--- config.mk ---
export PLATFORM = sky130hd
export DESIGN_NAME = slot_prio_arbiter
export DESIGN_NICKNAME = d
export VERILOG_FILES = /design/src/rtl/slot_arb_pkg.sv /design/src/rtl/slot_cfg_regs.sv /design/src/rtl/slot_resolver.sv /design/src/rtl/grant_ctrl.sv /design/src/rtl/slot_prio_arbiter.sv
export SDC_FILE = /design/constraint.sdc
export NUM_CORES = 1
export LEC_CHECK = 0
export ABC_AREA = 1
export BUFFER_PORTS_ARGS = -buffer_cell sky130_fd_sc_hd__clkbuf_2
export CAP_MARGIN = 0
export CORE_ASPECT_RATIO = 0.8
export CORE_UTILIZATION = 37
export CTS_CLUSTER_DIAMETER = 80
export DETAILED_ROUTE_END_ITERATION = 16
export PLACE_DENSITY_LB_ADDON = 0.1
export SLEW_MARGIN = 5
export SYNTH_ARGS = -nofsm -noshare
export SYNTH_HDL_FRONTEND = slang
export SYNTH_HIERARCHICAL = 1
export SYNTH_SLANG_ARGS = --single-unit
export TNS_END_PERCENT = 50
--- constraint.sdc ---
create_clock -name clk -period 1.3 [get_ports clk]
set_input_delay 0.065 -clock clk [delete_from_list [all_inputs] [get_ports clk]]
set_output_delay 0.065 -clock clk [all_outputs]
set_load 0.03 [all_outputs]
--- src/rtl/slot_arb_pkg.sv ---
package slot_arb_pkg;
  localparam int N_MASTERS     = 3;
  localparam int N_SLOTS       = 3;
  localparam int ID_W          = 2;
  localparam int REG_W         = 32;
  localparam int ADDR_W        = 1;
  localparam int TOP_FIELD_LSB = 28;
  localparam int SLOT_STRIDE   = 4;

  typedef logic [ID_W-1:0] slot_id_t;

  function automatic int field_lsb(input int slot);
    return TOP_FIELD_LSB - slot * SLOT_STRIDE;
  endfunction
endpackage

--- src/rtl/slot_cfg_regs.sv ---
module slot_cfg_regs
  import slot_arb_pkg::*;
#(
  parameter int NSLOT  = N_SLOTS,
  parameter int IDW    = ID_W,
  parameter int RW     = REG_W,
  parameter int AW     = ADDR_W
) (
  input  logic                       clk,
  input  logic                       rst_n,
  input  logic                       wr_en,
  input  logic [AW-1:0]              addr,
  input  logic [RW-1:0]              wdata,
  input  logic                       busy,
  output logic [RW-1:0]              rdata,
  output logic [NSLOT-1:0][IDW-1:0]  slot_ids,
  output logic                       err
);
  localparam logic [AW-1:0] PRIO_ADDR = AW'(0);
  localparam logic [AW-1:0] ERR_ADDR  = AW'(1);

  logic [NSLOT-1:0][IDW-1:0] slot_q;
  logic                      err_q;
  logic                      prio_wr;
  logic                      prio_wr_ok;
  logic                      prio_wr_blocked;
  logic                      err_clr;
  logic [RW-1:0]             prio_view;
  logic                      unused_wdata_bits;

  assign prio_wr         = wr_en && (addr == PRIO_ADDR);
  assign prio_wr_ok      = prio_wr && !busy;
  assign prio_wr_blocked = prio_wr && busy;
  assign err_clr         = wr_en && (addr == ERR_ADDR) && wdata[0];
  assign unused_wdata_bits = ^wdata;

  for (genvar g = 0; g < NSLOT; g++) begin : g_slot
    localparam int LSB = field_lsb(g);
    localparam logic [IDW-1:0] RST_ID = IDW'(g + 1);

    always_ff @(posedge clk or negedge rst_n) begin
      if (!rst_n)          slot_q[g] <= RST_ID;
      else if (prio_wr_ok) slot_q[g] <= wdata[LSB +: IDW];
    end
  end

  always_ff @(posedge clk or negedge rst_n) begin
    if (!rst_n)               err_q <= 1'b0;
    else if (prio_wr_blocked) err_q <= 1'b1;
    else if (err_clr)         err_q <= 1'b0;
  end

  always_comb begin
    prio_view = '0;
    for (int s = 0; s < NSLOT; s++) begin
      prio_view[field_lsb(s) +: IDW] = slot_q[s];
    end
  end

  always_comb begin
    if (addr == PRIO_ADDR)     rdata = prio_view;
    else if (addr == ERR_ADDR) rdata = RW'(err_q);
    else                       rdata = '0;
  end

  assign slot_ids = slot_q;
  assign err      = err_q;


  busy_wr_drop_chk: assert property (@(posedge clk) disable iff (!rst_n)
    prio_wr_blocked |=> (slot_q == $past(slot_q)) && err_q);


  err_clear_chk: assert property (@(posedge clk) disable iff (!rst_n)
    err_clr |=> !err_q);


  err_sticky_chk: assert property (@(posedge clk) disable iff (!rst_n)
    (err_q && !err_clr) |=> err_q);
endmodule

--- src/rtl/slot_resolver.sv ---
module slot_resolver
  import slot_arb_pkg::*;
#(
  parameter int NSLOT = N_SLOTS,
  parameter int NM    = N_MASTERS,
  parameter int IDW   = ID_W
) (
  input  logic [NSLOT-1:0][IDW-1:0] slot_ids,
  output logic [NSLOT-1:0][NM-1:0]  slot_oh,
  output logic [NM-1:0]             en_mask
);
  logic [NSLOT-1:0][NM-1:0] decoded;

  for (genvar g = 0; g < NSLOT; g++) begin : g_dec
    always_comb begin
      decoded[g] = '0;
      for (int m = 0; m < NM; m++) begin
        if (slot_ids[g] == IDW'(m + 1)) decoded[g][m] = 1'b1;
      end
    end
  end

  always_comb begin
    logic [NM-1:0] taken;
    taken = '0;
    for (int s = 0; s < NSLOT; s++) begin
      slot_oh[s] = decoded[s] & ~taken;
      taken      = taken | decoded[s];
    end
    en_mask = taken;
  end
endmodule

--- src/rtl/grant_ctrl.sv ---
module grant_ctrl
  import slot_arb_pkg::*;
#(
  parameter int NSLOT = N_SLOTS,
  parameter int NM    = N_MASTERS
) (
  input  logic                      clk,
  input  logic                      rst_n,
  input  logic [NM-1:0]             req,
  input  logic [NSLOT-1:0][NM-1:0]  slot_oh,
  output logic [NM-1:0]             gnt
);
  logic [NM-1:0] gnt_q;
  logic [NM-1:0] pick;
  logic          bus_free;
  logic          holder_done;

  assign bus_free    = (gnt_q == '0);
  assign holder_done = ((gnt_q & req) == '0);

  always_comb begin
    pick = '0;
    for (int s = 0; s < NSLOT; s++) begin
      if ((pick == '0) && ((slot_oh[s] & req) != '0)) pick = slot_oh[s] & req;
    end
  end

  always_ff @(posedge clk or negedge rst_n) begin
    if (!rst_n)           gnt_q <= '0;
    else if (bus_free)    gnt_q <= pick;
    else if (holder_done) gnt_q <= '0;
  end

  assign gnt = gnt_q;


  gnt_onehot_chk: assert property (@(posedge clk) disable iff (!rst_n)
    $onehot0(gnt_q));


  gnt_to_requester_chk: assert property (@(posedge clk) disable iff (!rst_n)
    bus_free |=> ((gnt_q & ~$past(req)) == '0));


  gnt_hold_chk: assert property (@(posedge clk) disable iff (!rst_n)
    (!bus_free && !holder_done) |=> (gnt_q == $past(gnt_q)));


  gnt_release_chk: assert property (@(posedge clk) disable iff (!rst_n)
    (!bus_free && holder_done) |=> (gnt_q == '0));
endmodule

--- src/rtl/slot_prio_arbiter.sv ---
module slot_prio_arbiter
  import slot_arb_pkg::*;
#(
  parameter int NSLOT = N_SLOTS,
  parameter int NM    = N_MASTERS,
  parameter int IDW   = ID_W,
  parameter int RW    = REG_W,
  parameter int AW    = ADDR_W
) (
  input  logic          clk,
  input  logic          rst_n,
  input  logic          reg_wr_en,
  input  logic [AW-1:0] reg_addr,
  input  logic [RW-1:0] reg_wdata,
  output logic [RW-1:0] reg_rdata,
  input  logic          busy_i,
  input  logic [NM-1:0] req_i,
  output logic [NM-1:0] gnt_o
);
  logic [NSLOT-1:0][IDW-1:0] slot_ids;
  logic [NSLOT-1:0][NM-1:0]  slot_oh;
  logic [NM-1:0]             en_mask;
  logic                      err_flag;
  logic                      unused_err;

  assign unused_err = err_flag;

  slot_cfg_regs #(.NSLOT(NSLOT), .IDW(IDW), .RW(RW), .AW(AW)) cfg_i (
    .clk      (clk),
    .rst_n    (rst_n),
    .wr_en    (reg_wr_en),
    .addr     (reg_addr),
    .wdata    (reg_wdata),
    .busy     (busy_i),
    .rdata    (reg_rdata),
    .slot_ids (slot_ids),
    .err      (err_flag)
  );

  slot_resolver #(.NSLOT(NSLOT), .NM(NM), .IDW(IDW)) res_i (
    .slot_ids (slot_ids),
    .slot_oh  (slot_oh),
    .en_mask  (en_mask)
  );

  grant_ctrl #(.NSLOT(NSLOT), .NM(NM)) gnt_i (
    .clk     (clk),
    .rst_n   (rst_n),
    .req     (req_i),
    .slot_oh (slot_oh),
    .gnt     (gnt_o)
  );


  locked_out_chk: assert property (@(posedge clk) disable iff (!rst_n)
    (gnt_o == '0) |=> ((gnt_o & ~$past(en_mask)) == '0));


  free_bus_served_chk: assert property (@(posedge clk) disable iff (!rst_n)
    ((gnt_o == '0) && ((req_i & en_mask) != '0)) |=> (gnt_o != '0));
endmodule

==> reports/metrics.yaml, run 1 <==
finish:
  final_area_um2: 1230
  n_antenna_cell: 0
  final_common_cell: "nand2_1"
  nNetsFinal: 228
  n_fill_cell: 276
  seqCellArea_um2: 255
  layout.cells.non_filler: 223
  layout.cells.most_common_list: "nand2_1 (41), conb_1 (25), clkbuf_2 (20)"
  post-route-util_pct: 48.7
  multiInputGateArea_um2: 556
  drive_gt1_share_pct: 39.0
  area_growth_pct: 20.4
floorplanning:
  coreArea_um2: 2520
  die_y_um: 49.0
  fp.dieW_um: 60.7
  fp-row-count: 16
  start_util_pct: 40.4
  dieArea_um2: 2970
  num_io_pins: 75
clock_tree:
  h-tree-depth: 1
  cts_tree: "built"
  cts_inserted_buffers: 3
  clock-sinks: 10
  clk_root_buffer_cell: "clkbuf_4"
  clk_latency_ns: 0.27
  clock_path_buffers: 2
  clkTransAtPathRegs_ns: 0.08
sta:
  holdWs_ns: 0.00856
  fin_skew_ns: 0.00522
  rsz0062_at_grt: "yes"
  finalCritPeriodShare_pct: 111
  period_minus_slack_ns: 1.44
  finalSetupViolCount: 5
  drv_slew: 0
  max_freq_ghz: 0.693
  fin_ws_ns: -0.144
  hold_viol_final: 0
drt:
  vias_per_cell: 4.11
  drtAntennaViolNets: 0
  drc_errors: 0
  first_pass_iters: 4
  wl_per_cell_um: 9.08
  finalWirelength_mm: 2.02
  vias: 917
  drt-initial-drc-count: 15
power_and_ir_drop:
  totalPowerFinal_mw: 1.55
  power.density_nw_per_um2: 1260
  p_leak_nw: 0.743
  ir_worst_vdd_mv: 0.479
yosys:
  synth_area_per_cell_um2: 6.80
  synthCells: 150
  yosys_warnings: 6
  synth_area_um2: 1020
place:
  gp_congestion: 0.815
  dp_hpwl_mm: 1.64
  numPortBuffers: 24
  place_area_um2: 1140
  placed_cells: 216
critical_path:
  reg2reg_from: "cfg_i/slot_ids[0]"
  r2r-end: "gnt_i/gnt[2]"
  arrival_ns: 1.60
  critPathLaunch: "cfg_i/slot_ids[0]"
  cp.required_ns: 1.46
  crit_path_start_kind: "flop"
  r2r_slack_ns: -0.14
  path_max_fanout: 4
  r2r_cells: 9
  crit_path_end_kind: "flop"
  worstSetupPathType: "reg -> reg"
hold_path:
  hold_depth: 3
  hold_path_end: "cfg_i/slot_ids[3]"
  hp-class: "in -> reg"
  hp-start: "reg_wdata[25]"
global_route:
  overflow: 0
  grt_pass1_vias: 742
  grt_max_degree: 11
  grt_pass1_wl_mm: 3.35
  grt_usage_pct: 15.5
  antenna_found_initial: 0
status:
  outcome: "finished with violations"
  violations: "setup timing"
flow_run:
  drv_cap: 0
-- cell type report --
class / instances / share of cell area (%)
Multi-Input combinational cell: 111 / 45.3
Sequential cell: 10 / 20.8
Timing Repair Buffer: 36 / 19.0
Inverter: 26 / 8.36
Tap cell: 36 / 3.67
Clock buffer: 4 / 2.96
-- registers in the layout, summed over array words and instances (netlist names) --
register / flops
gnt_i/gnt: 3
cfg_i/err: 1
cfg_i/slot_ids: 6
-- critical path, cell delays in order, from the launching register on --
cell and delay, ns:
dfstp_2 0.57, inv_2 0.04, nand2_2 0.07, inv_2 0.05
nor2_2 0.06, nand2_1 0.06, o21ai_2 0.18, nor2_4 0.06
a21oi_1 0.15, o21ai_1 0.08
-- where the power goes --
part	internal [mW]	switching, mW	total [mW]	leakage (nW)
clock	0.170	0.126	0.296	0.0210
combinational	0.266	0.521	0.787	0.604
sequential	0.395	0.0726	0.468	0.119
total	0.832	0.719	1.55	0.743
-- how the worst max path moves through the flow --
stage | to | slack (ns)
floorplan | gnt_i/gnt[1] | -0.04
global placement | gnt_i/gnt[2] | -0.14
detailed placement | gnt_i/gnt[1] | -0.15
CTS | gnt_i/gnt[2] | -0.16
global route | gnt_i/gnt[1] | -0.26
finish | gnt_i/gnt[2] | -0.14
-- metal layers --
| layer | GRT usage [%] | part of all wire [%] | vias up |
|---|---|---|---|
| met2 | 21.6 | 45 | 41 |
| met5 | 0 | 0 | - |
| li1 | - | - | 476 |
| met1 | 22.8 | 47 | 398 |
| met3 | 4.77 | 6.3 | 2 |
| met4 | 4.55 | 0.69 | 0 |
-- metrics by stage --
stage | worst slack, ns | TNS [ns]
after floorplan | -0.0377 | -0.0926
after global placement | -0.136 | -0.355
after detailed placement | -0.153 | -0.436
after CTS | -0.159 | -0.508
after global routing | -0.262 | -0.991
final | -0.144 | -0.485
-- timing repair --
item	4_1_cts	5_1_grt
setup buffers	0	1
hold buffers	2	0
endpoints found under the hold margin	11	0
resized for setup	6	7
pin swaps	1	1
endpoints found under the setup margin	7	7
No activity file was read; power rests on OpenSTA's default activity.
==> run 2: changes to the inputs <==
--- a/config.mk
+++ b/config.mk
@@ -8,8 +8,10 @@
 export ABC_AREA = 1
 export BUFFER_PORTS_ARGS = -buffer_cell sky130_fd_sc_hd__clkbuf_2
 export CAP_MARGIN = 0
+export CELL_PAD_IN_SITES_DETAIL_PLACEMENT = 1
+export CELL_PAD_IN_SITES_GLOBAL_PLACEMENT = 1
 export CORE_ASPECT_RATIO = 0.8
-export CORE_UTILIZATION = 37
+export CORE_UTILIZATION = 23
 export CTS_CLUSTER_DIAMETER = 80
 export DETAILED_ROUTE_END_ITERATION = 16
 export PLACE_DENSITY_LB_ADDON = 0.1
==> run 2 against run 1 <==
The run still ends with setup timing left; utilization is 19 points lower; sequential power is 2% higher; clock power is 11% higher; combinational power is 2% higher; power is 4.0% higher; cell area is 2.8% higher; die area is 58% higher; register-to-register slack worse by 0.04 ns; cell count is 8.5% higher; flip-flop and latch count stayed put; worst setup slack worse by 0.036 ns; critical endpoint is now gnt_i/gnt[0]; largest cell class unchanged.
==> reports/metrics.yaml, run 2 (synthesis results as in run 1) <==
status:
  outcome: "finished with violations"
  violations: "setup timing"
drt:
  drc_errors: 0  # unchanged
  drt-initial-drc-count: 28  # +13
  vias: 913  # -0.44%
  vias_per_cell: 3.77  # -8.3%
  finalWirelength_mm: 2.45  # +21%
  wl_per_cell_um: 10.1  # +12%
  drtAntennaViolNets: 0  # unchanged
  first_pass_iters: 3  # -1
power_and_ir_drop:
  ir_worst_vdd_mv: 0.251  # -48%
  totalPowerFinal_mw: 1.61  # +4.0%
  power.density_nw_per_um2: 1280  # +1.2%
  p_leak_nw: 0.754  # +1.5%
critical_path:
  path_buf_inv: 1  # -1
  worstSetupPathType: "reg -> reg"
  r2r-end: "gnt_i/gnt[0]"
  crit_path_end_kind: "flop"
  r2r_cells: 11  # +2
  crit_chain: "inv_2 -> nand2_2 -> nand2_2 -> nor2_2 -> nand2_2 -> nand2_2 -> nor2_4 -> nor2_4 -> nand3_1 -> nand3_1 -> nand2_1"
  max_stage_delay_ns: 0.58  # about the same
  crit_path_frequent_cell: "nand2_2"
  crit_path_start_kind: "flop"
  r2r_slack_ns: -0.18  # -0.04 ns
  arrival_ns: 1.60  # about the same
  slowest_stage: "dfstp_2"
  path_max_fanout: 5  # +1
  cp.required_ns: 1.42  # -0.04 ns
  critical_path.top_delay_family: "simple AND/OR/NAND/NOR gates"
  reg2reg_from: "cfg_i/slot_ids[0]"
clock_tree:
  clk_root_buffer_cell: "clkbuf_8"
  clock-sinks: 10  # unchanged
  h-tree-depth: 1  # unchanged
  clk_latency_ns: 0.23  # -0.04 ns
  clkTransAtPathRegs_ns: 0.05  # -0.03 ns
  clock_path_buffers: 2  # unchanged
  cts_inserted_buffers: 3  # unchanged
  cts_tree: "built"
global_route:
  grt_max_degree: 11  # unchanged
  grt_pass1_wl_mm: 4.03  # +20%
  use_met2_pct: 19.3  # -2.3 points
  grt-busiest-layer: "met2"
  overflow: 0  # unchanged
  grt_usage_pct: 11.4  # -4.1 points
  grt_use_met3_pct: 1.78  # -3.0 points
  grt_pass1_vias: 860  # +16%
  grt_use_met1_pct: 14.9  # -7.9 points
  antenna_found_initial: 0  # unchanged
floorplanning:
  die_y_um: 61.6  # +26%
  fp.dieW_um: 76.4  # +26%
  coreArea_um2: 4230  # +68%
  start_util_pct: 24.1  # -16 points
  dieArea_um2: 4710  # +58%
  num_io_pins: 75  # unchanged
  fp-row-count: 21  # +5
place:
  dp_hpwl_mm: 2.05  # +24%
  placed_cells: 237  # +9.7%
  numPortBuffers: 24  # unchanged
  gp_congestion: 0.743  # -8.8%
  pre_cts_slack_ns: -0.190  # -0.0368 ns
hold_path:
  hold_depth: 3  # unchanged
  hp-class: "in -> reg"
  hold_path_end: "cfg_i/slot_ids[5]"
  hp-start: "reg_wdata[21]"
finish:
  multiInputGateArea_um2: 571  # +2.7%
  drive_gt1_share_pct: 41.6  # +2.6 points
  final_common_cell: "nand2_1"
  nNetsFinal: 227  # -0.44%
  largest_reg_flops: 6  # unchanged
  area_growth_pct: 23.7
  n_fill_cell: 562  # +100%
  seqCellArea_um2: 255  # unchanged
  layout.cells.non_filler: 242  # +8.5%
  layout.cells.most_common_list: "nand2_1 (36), conb_1 (25), clkbuf_2 (20)"
  n_antenna_cell: 0  # unchanged
sta:
  finalCritPeriodShare_pct: 114  # +2.7 points
  fin_skew_ns: 0.000396  # -0.00482 ns
  hold_viol_final: 0  # unchanged
  fin_ws_ns: -0.180  # -0.0356 ns
  period_minus_slack_ns: 1.48  # +0.0356 ns
  max_freq_ghz: 0.676  # -2.4%
  tns_ns: -0.497  # -0.0119 ns
  rsz0062_at_grt: "yes"
  finalSetupViolCount: 3  # -2
  drv_slew: 0  # unchanged
flow_run:
  drv_cap: 0  # unchanged
[run 2: cell count changes in the layout (fill, tap and decap cells not counted), moves of 2 or more]
| cell | delta |
|---|---|
| nand2_2 | +4 |
| nand2_1 | -5 |
| clkbuf_8 | +2 |
| clkbuf_4 | -3 |
[run 2: routing by layer]
| layer | up-vias | share of wire, % |
|---|---|---|
| met4 | 0 | 1.1 |
| met5 | - | 0 |
| met1 | 415 | 49 |
| li1 | 470 | - |
| met3 | 2 | 2.9 |
| met2 | 26 | 47 |
[run 2: worst max path at each step]
| stage | startpoint | to | slack, ns | cells after the start |
|---|---|---|---|---|
| floorplan | cfg_i/slot_ids[0] | gnt_i/gnt[1] | -0.04 | 11 |
| global placement | cfg_i/slot_ids[0] | gnt_i/gnt[1] | -0.23 | 11 |
| detailed placement | cfg_i/slot_ids[3] | gnt_i/gnt[0] | -0.19 | 9 |
| CTS | cfg_i/slot_ids[0] | gnt_i/gnt[0] | -0.18 | 11 |
| global route | cfg_i/slot_ids[0] | gnt_i/gnt[0] | -0.28 | 11 |
| finish | cfg_i/slot_ids[0] | gnt_i/gnt[0] | -0.18 | 11 |
[run 2: worst min-delay path, stage by stage]
cell and delay (ns):
clkbuf_2 0.08, nand4_1 0.07, nand2_1 0.06
[run 2: cell type report]
class	instances	share of cell area [%]
repair buffers	35	17.4
multi-input cells	111	45.2
clock buffers	3	3.27
well taps	57	5.65
flip-flops and latches	10	20.2
inverters	26	8.23
[run 2: through the flow]
stage / util, % / cell area, µm² / hold slack, ns
4_1_cts: 29.6 / 1250 / 0.0410
6_report: 29.8 / 1260 / 0.0415
3_3_place_gp: 27.5 / 1160 / -0.0335
3_5_place_dp: 27.5 / 1160 / -0.0293
2_1_floorplan: - / 1110 / -0.231
5_1_grt: 29.8 / 1260 / 0.0417
[run 2: power breakdown]
part,internal (mW),switching [mW]
combinational,0.267,0.536
sequential,0.397,0.0825
clock,0.203,0.127
[run 2: repair_timing]
item                                    in CTS  in global routing
setup buffers                                1                  0
hold endpoints to repair                    10                  0
endpoints found under the setup margin       6                  7
hold buffers                                 1                  0
resized for setup                           10                  8
pin swaps                                    3                  2
==> run 3: changes to the inputs <==
--- a/config.mk
+++ b/config.mk
@@ -14,6 +14,7 @@
 export CORE_UTILIZATION = 23
 export CTS_CLUSTER_DIAMETER = 80
 export DETAILED_ROUTE_END_ITERATION = 16
+export HOLD_SLACK_MARGIN = 0.05
 export PLACE_DENSITY_LB_ADDON = 0.1
 export SLEW_MARGIN = 5
 export SYNTH_ARGS = -nofsm -noshare
==> run 3 against run 2 <==
Combinational power grew 0.6%; worst hold slack gained 0.015 ns; sequential share of layout area shrank 0.32 points; clock-buffer cell count is the same; the run still ends with setup timing left; critical path type unchanged; highest routed layer unchanged; clock skew is essentially flat; via count grew 1.2%; first-iteration DRC count grew 14%; non-clock buffer count grew 2.
==> reports/metrics.yaml, run 3 (synthesis results as in run 1) <==
floorplanning:
  start_util_pct: 24.1  # unchanged
  fp-row-count: 21  # unchanged
  dieArea_um2: 4710  # unchanged
  num_io_pins: 75  # unchanged
  die_y_um: 61.6  # unchanged
  coreArea_um2: 4230  # unchanged
  fp.dieW_um: 76.4  # unchanged
sta:
  rsz0062_at_grt: "yes"
  hold_viol_final: 0  # unchanged
  finalSetupViolCount: 3  # unchanged
  tns_ns: -0.497  # +0.000208 ns
  fin_skew_ns: 0.000346  # -0.0000502 ns
  max_freq_ghz: 0.676  # about the same
  period_minus_slack_ns: 1.48  # -0.0000700 ns
  drv_slew: 0  # unchanged
  holdWs_ns: 0.0567  # +0.0152 ns
  fin_ws_ns: -0.180  # +0.0000700 ns
  finalCritPeriodShare_pct: 114  # about the same
finish:
  layout.cells.most_common_list: "nand2_1 (36), conb_1 (25), clkbuf_2 (20)"
  final_area_um2: 1280  # +1.6%
  n_antenna_cell: 0  # unchanged
  largest_reg_flops: 6  # unchanged
  nNetsFinal: 229  # +0.88%
  final_common_cell: "nand2_1"
  area_growth_pct: 25.6
  drive_gt1_share_pct: 41.2  # -0.45 points
drt:
  drc_errors: 0  # unchanged
  vias_per_cell: 3.79  # +0.38%
  drt-initial-drc-count: 32  # +14%
  dr_wl_met3_um: 69  # -4.2%
  first_pass_iters: 3  # unchanged
  wl_met1_mm: 1.22  # +0.74%
  drtAntennaViolNets: 0  # unchanged
  wl_per_cell_um: 10.1  # -0.29%
  vias: 924  # +1.2%
  finalWirelength_mm: 2.47  # +0.53%
  highest_layer: "met4"
  route.met2.wl_mm: 1.15  # +0.61%
status:
  violations: "setup timing"
  outcome: "finished with violations"
power_and_ir_drop:
  power.density_nw_per_um2: 1260  # -1.3%
  ir_worst_vdd_mv: 0.251  # about the same
  p_leak_nw: 0.763  # +1.1%
clock_tree:
  clk_latency_ns: 0.23  # about the same
  clkTransAtPathRegs_ns: 0.05  # about the same
  clk_root_buffer_cell: "clkbuf_8"
  h-tree-depth: 1  # unchanged
  cts_inserted_buffers: 3  # unchanged
  cts_tree: "built"
  clock_path_buffers: 2  # unchanged
  clock-sinks: 10  # unchanged
critical_path:
  worstSetupPathType: "reg -> reg"
  crit_path_start_kind: "flop"
  crit_path_frequent_cell: "nand2_2"
  crit_chain: "inv_2 -> nand2_2 -> nand2_2 -> nor2_2 -> nand2_2 -> nand2_2 -> nor2_4 -> nor2_4 -> nand3_1 -> nand3_1 -> nand2_1"
  cp.required_ns: 1.42  # about the same
  path_buf_inv: 1  # unchanged
  crit_path_end_kind: "flop"
  max_stage_delay_ns: 0.58  # about the same
  arrival_ns: 1.60  # about the same
  slowest_stage: "dfstp_2"
  critical_path.top_delay_family: "simple AND/OR/NAND/NOR gates"
  path_max_fanout: 5  # unchanged
global_route:
  grt_pass1_vias: 868  # +0.93%
  antenna_found_initial: 0  # unchanged
  grt_pass1_wl_mm: 4.06  # +0.69%
  overflow: 0  # unchanged
  grt_usage_pct: 11.5  # +0.066 points
  grt_max_degree: 11  # unchanged
place:
  dp_hpwl_mm: 2.05  # unchanged
  numPortBuffers: 24  # unchanged
  place_area_um2: 1160  # unchanged
  gp_congestion: 0.743  # unchanged
hold_path:
  hp-class: "in -> reg"
flow_run:
  drv_cap: 0  # unchanged
[run 3: cell count changes in the layout (fill, tap and decap cells not counted), sizes merged]
cell         delta
dlygate4sd3     +2
[run 3: routing by layer]
| metal | track usage (%) | vias to the layer above |
|---|---|---|
| met5 | 0 | - |
| li1 | - | 475 |
| met4 | 4.95 | 0 |
| met1 | 14.9 | 421 |
| met3 | 1.78 | 2 |
| met2 | 19.6 | 26 |
[run 3: path summary, 6_finish.rpt]
| kind | from | to | slack, ns | depth (start not counted) |
|---|---|---|---|---|
| setup / recovery | cfg_i/slot_ids[0] | gnt_i/gnt[0] | -0.18 | 11 |
| hold / removal | reg_wdata[28] | cfg_i/slot_ids[0] | 0.06 | 3 |
| setup reg to reg | cfg_i/slot_ids[0] | gnt_i/gnt[0] | -0.18 | 11 |
| hold reg to reg | cfg_i/err | cfg_i/err | 0.48 | 2 |
| max in group asynchronous | rst_n | cfg_i/slot_ids[0] | 0.77 | 2 |
| min in group asynchronous | rst_n | cfg_i/err | 0.25 | 2 |
[run 3: worst reg2reg max path, cell delays in order, from the launching register on]
cell,delay (ns)
dfstp_2,0.58
inv_2,0.04
nand2_2,0.07
nand2_2,0.07
nor2_2,0.10
nand2_2,0.07
nand2_2,0.08
nor2_4,0.04
nor2_4,0.09
nand3_1,0.08
nand3_1,0.09
nand2_1,0.06
[run 3: timing repair]
action,CTS,global route
hold buffers,3,0
setup buffers,1,0
endpoints found under the setup margin,6,7
pin swaps,3,2
resized for setup,10,8
endpoints found under the hold margin,12,0
[run 3: area by class of cell]
class                           instances  area, µm²
Clock buffer                            3       41.3
Fill cell                             560       2950
Inverter                               26        104
Multi-Input combinational cell        111        571
Sequential cell                        10        255
Tap cell                               57       71.3
Timing Repair Buffer                   37        239
[run 3: metrics by stage]
step / cells / setup slack, ns / util (%) / total power [mW]
after CTS: 244 / -0.177 / 30.1 / 1.63
after global placement: 237 / -0.233 / 27.5 / 1.24
after detailed placement: 237 / -0.190 / 27.5 / 1.26
final: 244 / -0.180 / 30.3 / 1.62
after floorplan: 174 / -0.0377 / - / 1.08
after global routing: 244 / -0.281 / 30.3 / 1.75
[run 3: power breakdown]
| part | internal [mW] | leakage, nW | total [mW] | switching [mW] |
|---|---|---|---|---|
| registers | 0.397 | 0.119 | 0.479 | 0.0825 |
| logic | 0.270 | 0.622 | 0.808 | 0.537 |
| clock network | 0.203 | 0.0216 | 0.330 | 0.126 |
| total | 0.871 | 0.763 | 1.62 | 0.746 |
